[config.mk]
export PLATFORM = sky130hd
export DESIGN_NAME = accel_seq
export DESIGN_NICKNAME = d
export VERILOG_FILES = /design/src/rtl/accel_seq.sv
export SDC_FILE = /design/constraint.sdc
export NUM_CORES = 1
export LEC_CHECK = 0
export CAP_MARGIN = 20
export CORE_MARGIN = 3
export CORE_UTILIZATION = 43
export DETAILED_ROUTE_END_ITERATION = 12
export PLACE_DENSITY_LB_ADDON = 0.05
export SYNTH_ARGS = -nofsm -noshare
export SYNTH_HDL_FRONTEND = slang
export SYNTH_SLANG_ARGS = --single-unit
[constraint.sdc]
create_clock -name clk -period 4 [get_ports clk]
set_input_delay 1.2 -clock clk [delete_from_list [all_inputs] [get_ports clk]]
set_output_delay 1.2 -clock clk [all_outputs]
set_load 0.01 [all_outputs]
[src/rtl/accel_seq.sv]
module accel_seq #(
  parameter int DW  = 8,
  parameter int LAT = 3
) (
  input  logic          clk,
  input  logic          rst_n,
  input  logic          start_i,
  input  logic [DW-1:0] a_i,
  input  logic [DW-1:0] b_i,
  input  logic [DW-1:0] sum_i,
  output logic          done_o,
  output logic          idle_o,
  output logic          ready_o,
  output logic [DW-1:0] ret_o,
  output logic [DW-1:0] sum_o,
  output logic          sum_vld_o
);

  localparam int CW = (LAT > 1) ? $clog2(LAT) : 1;
  localparam logic [CW-1:0] LAST_CNT = CW'(LAT - 1);

  logic          busy_q;
  logic [CW-1:0] cnt_q;
  logic [DW-1:0] a_q, b_q, s_q;
  logic          last;

  assign last = busy_q && (cnt_q == LAST_CNT);

  always_ff @(posedge clk) begin
    if (!rst_n) begin
      busy_q <= 1'b0;
      cnt_q  <= '0;
      a_q    <= '0;
      b_q    <= '0;
      s_q    <= '0;
    end else if (!busy_q || last) begin
      busy_q <= start_i;
      cnt_q  <= '0;
      if (start_i) begin
        a_q <= a_i;
        b_q <= b_i;
        s_q <= sum_i;
      end
    end else begin
      cnt_q <= cnt_q + 1'b1;
    end
  end

  assign ret_o     = a_q + b_q;
  assign sum_o     = ret_o + s_q;
  assign done_o    = last;
  assign ready_o   = last;
  assign sum_vld_o = last;
  assign idle_o    = !busy_q;

  a_r1_no_done_when_idle: assert property (@(posedge clk) disable iff (!rst_n)
    idle_o |-> !done_o);
  a_r2_idle_drops: assert property (@(posedge clk) disable iff (!rst_n)
    (idle_o && start_i) |=> !idle_o);
  a_r5_idle_after_done: assert property (@(posedge clk) disable iff (!rst_n)
    (done_o && !start_i) |=> idle_o);
  a_r6_chain_no_gap: assert property (@(posedge clk) disable iff (!rst_n)
    (done_o && start_i) |=> !idle_o);
  a_r9_result_held: assert property (@(posedge clk) disable iff (!rst_n)
    (!idle_o && !done_o) |=> ($stable(ret_o) && $stable(sum_o)));

endmodule

# After elaboration in Yosys (flattened, before gate mapping)
# Index checks and enable logic that the tools add are counted.
# W data, S select, Z words.
op_classes:
  addsub: 3
  n_eq_ne: 1
  bitwise: 1
  reduce_logical: 5
ops:
  columns: ["operator", "n"]
  rows:
  - ["$add A8 B8 Y8", 2]
  - ["$add A2 B1 Y2 const B", 1]
  - ["$eq A2 B2 Y1 const B", 1]
  - ["$reduce_and A2 Y1", 1]
  - ["$reduce_or A2 Y1", 1]
  - ["$logic_and A1 B1 Y1", 1]
  - ["$logic_not A1 Y1", 1]
  - ["$logic_or A1 B1 Y1", 1]
  - ["$not A1 Y1", 1]
totals:
  ff_bits: 27
  wordCells: 15

# Logic depth before layout (Yosys ltp)
depth:
  word_depth: 4
  depth_mapped: 11

# Worst setup path before layout
# No wires, ideal clock.
synth_timing:
  path_type: "register to output"
  from: "register a_q[0]"
  to: "output port sum_o[7]"
  t_arrival_ps: 3027
  t_required_ps: 2800
  path_slack_ps: -227
  path_stages_with_launch: 12
  path_cell_list: "dfxtp_1 -> ha_1 -> fa_1 -> a21o_1 -> a21o_1 -> a2111o_1 -> o311ai_1 -> ha_1 -> a2111oi_2 -> o21ai_1 -> nand2_1 -> xnor3_1"
synth_via:
  elab_chain_cells: 2
synth_rtl:
  columns: ["element", "line_no", "rtl"]
  rows:
  - ["start: declaration", "24", "logic [DW-1:0] a_q, b_q, s_q;"]
  - ["start signal: assignment", "40", "a_q <= a_i;"]
  - ["$add A8 B8 Y8", "49", "assign ret_o = a_q + b_q;"]
  - ["via ret_o[6]", "14", "output logic [DW-1:0] ret_o,"]
  - ["$add A8 B8 Y8", "50", "assign sum_o = ret_o + s_q;"]
  - ["end: declaration", "15", "output logic [DW-1:0] sum_o,"]
# The timed path passes the listed nets, and every way through them passes these cells.

# Worst setup path after layout
layout_timing:
  from: "register a_q[0]"
  to: "output port sum_o[7]"
layout_via:
  elab_chain_cells: 2
layout_rtl:
  columns: ["element", "line_no"]
  rows:
  - ["$add A8 B8 Y8", "49"]
  - ["$add A8 B8 Y8", "50"]
# Every way passes these cells.

==> reports/qor.csv <==
metric;value;unit
outcome;finished with violations;
violations in the final reports;negative setup slack;
Num Clock Sinks;27;
total of max-cap violations;0;
sequential fraction of the synthesis area;33.4;%
slowest cell on the critical path;sky130_fd_sc_hd__a2111o_1;
worst setup slack after placement;-0.454;ns
number of storage elements in the synthesis netlist;27;
area of the placeable core;3470;µm²
Via-to-Cell Ratio;5.08;
element type at the critical path end;output pin;
die outline width;67.3;µm
global-route wire length before repair;6670;µm
Fmax achieved;0.230;GHz
Pre-antenna DRT Iters;3;
layout-stage area growth over the synthesis result;53.3;%
final critical-path required period;4.34;ns
commonest non-fill, non-tap cells in the layout;51 x sky130_fd_sc_hd__nand2_1, 40 x sky130_fd_sc_hd__clkdlybuf4s50_1, 30 x sky130_fd_sc_hd__buf_4;
diode insertion count for antenna repair;0;
deepest clock path buffer count;2;
worst slew margin relative to its limit;36.5;%
Placed Cells incl. Taps;298;
startpoint kind of the worst setup timing path;register;
net count reported at finish;306;
syn nets;233;
count of pins over their slew limit;0;
slew at the pin closest to its max-slew limit;0.952;ns
maximum vdd ir drop;167;µV
maximum fanout count along the critical path;3;
worst skew pair latency;0.28;ns
required time reported for the critical path endpoint;2.80;ns
post-route ant nets;0;
starting density of the core;46.6;%
post-synth cell types;31;
number of DRC violations after detailed-routing iteration 0;22;
fraction of registers with async set/reset;0;%
Site Rows;21;
number of CTS-inserted buffers;3;
final wirelength;4000;µm
FF+latch area;544;µm²
total congestion overflow;0;
most common cell after layout, fill and taps aside;sky130_fd_sc_hd__nand2_1;
YS warnings;0;
Largest delay share family, worst path;compound AO/OA/AOI/OAI gates;
number of global-route vias before repair;1564;
quantity of I/O buffers inserted on ports;46;
CTS clock-pin slew for the worst setup and hold paths;0.10;ns
worst hold-check path type;register to register;
wire length per cell;13.0;µm
Final Non-Filler Cells;307;
die extent in y;67.3;µm
number of hold-repair buffers added at the cts stage;0;
clock tree from TritonCTS;built;
Residual DRC;0;
Primary FF master, synth;sky130_fd_sc_hd__dfxtp_1;
global router's overall resource usage;18.9;%
placed wire-length estimate after detailed placement;3040;µm
fraction of layout instances using a drive strength above 1;21.5;%
area of combinational cells with multiple inputs;1110;µm²
EDFF count, synth;0;
total of endpoints with negative setup slack in the final report;2;
sum of buffers and inverters on the critical path;1;
maximum level of the CTS H-tree;1;
setup repair after global routing missed its margin;yes;
slack of the critical path;-0.342;ns
Pwr per Cell Area;302;nW/µm²
final hold violation count;0;
worst-path cell chain;ha_4 > fa_2 > a21o_1 > a21o_1 > a2111o_1 > o311ai_4 > ha_4 > a2111oi_4 > o21ai_1 > nand2_1 > xnor3_1 > buf_2;
cell at the root of the clock tree;sky130_fd_sc_hd__clkbuf_8;
count of fill cells added during filler insertion;297;
detailed-route via count;1561;
critical path class;register to output pin;
Mapped Area;1620;µm²
post-synthesis instance total;189;
Hold WS;0.425;ns
antenna violations before repair;0;
setup skew after layout;0.00197;ns
final RePlAce weighted congestion;0.875;
Leakage Power;1.11;nW
arrival time worst endpoint;3.14;ns
count of boundary I/O pins;47;
critical path's largest stage delay;0.41;ns
Post-Syn Area per Cell;8.55;µm²
final worst path period share;109;%
full die area;4530;µm²
largest net degree at the start of global routing;27;
[cells by family after synthesis]
group | count (synthesis) | synth area share [%]
XOR/XNOR | 10 | 6.27
adder cells (fa/ha/maj) | 17 | 14.1
flip-flops | 27 | 33.4
buffers and inverters | 16 | 4.57
AND/OR/NAND/NOR | 59 | 14.4
AO/OA/AOI/OAI | 60 | 27.2
[timing repair]
item | CTS | global route
setup buffers | 2 | 3
endpoints found under the setup margin | 6 | 6
gates resized for setup | 24 | 11
pin swaps | 8 | 4
[synthesized netlist by cell type, drive strengths merged, types with 3 or more instances]
| cell type | count | area, µm² |
|---|---|---|
| xnor2 | 4 | 35.0 |
| a21boi | 24 | 180 |
| ha | 15 | 188 |
| o211ai | 3 | 22.5 |
| a21oi | 11 | 55.1 |
| nand2 | 51 | 191 |
| nor3 | 3 | 15.0 |
| buf | 7 | 40.0 |
| xor2 | 5 | 43.8 |
| inv | 7 | 26.3 |
| a21o | 6 | 45.0 |
| o21ai | 5 | 28.8 |
| dfxtp | 27 | 541 |
[area by class of cell]
cell class	count	area share, %
Clock inverter	1	0.303
Clock buffer	3	1.67
Inverter	7	1.16
Sequential cell	27	22.0
Multi-Input combinational cell	146	44.9
Timing Repair Buffer	77	27.7
Tap cell	46	2.32
[power by group]
| part | switching [W] | leakage (nW) | internal, W |
|---|---|---|---|
| logic | 0.000126 | 0.865 | 0.000166 |
| registers | 0.0000108 | 0.223 | 0.000285 |
| clock network | 0.0000907 | 0.0217 | 0.0000709 |
[flip-flops by register name, summed over array words and instances (netlist names)]
name    cells
a_q         8
cnt_q       2
busy_q      1
b_q         8
s_q         8
[worst paths after layout]
path | startpoint | to | slack [ns] | cells after the start
hold / removal | cnt_q[0] | cnt_q[0] | 0.42 | 1
setup / recovery | a_q[0] | sum_o[7] | -0.34 | 12
setup reg to reg | cnt_q[0] | a_q[3] | 2.21 | 5
hold reg to reg | cnt_q[0] | cnt_q[0] | 0.42 | 1
[routing by layer]
layer  vias up  global-route usage (%)  part of all wire (%)
met5         -                       0                     0
met4         0                    6.33                   1.5
met3         7                    2.66                   4.0
met2        31                    35.7                    54
met1       725                    21.5                    41
li1        798                       -                     -
[through the flow]
| stage | setup TNS, ns | cell area [µm²] | utilization, % | power, W |
|---|---|---|---|---|
| 6_report | -0.536 | 2480 | 71.4 | 0.000749 |
| 5_1_grt | -0.775 | 2480 | 71.4 | 0.000794 |
| 4_1_cts | -0.457 | 2420 | 69.7 | 0.000735 |
| 3_5_place_dp | -0.934 | 2310 | 66.7 | 0.000570 |
| 3_3_place_gp | -0.826 | 2310 | 66.7 | 0.000562 |
| 2_1_floorplan | 0 | 1650 | - | 0.000434 |
(Power assumes the default switching activity.)
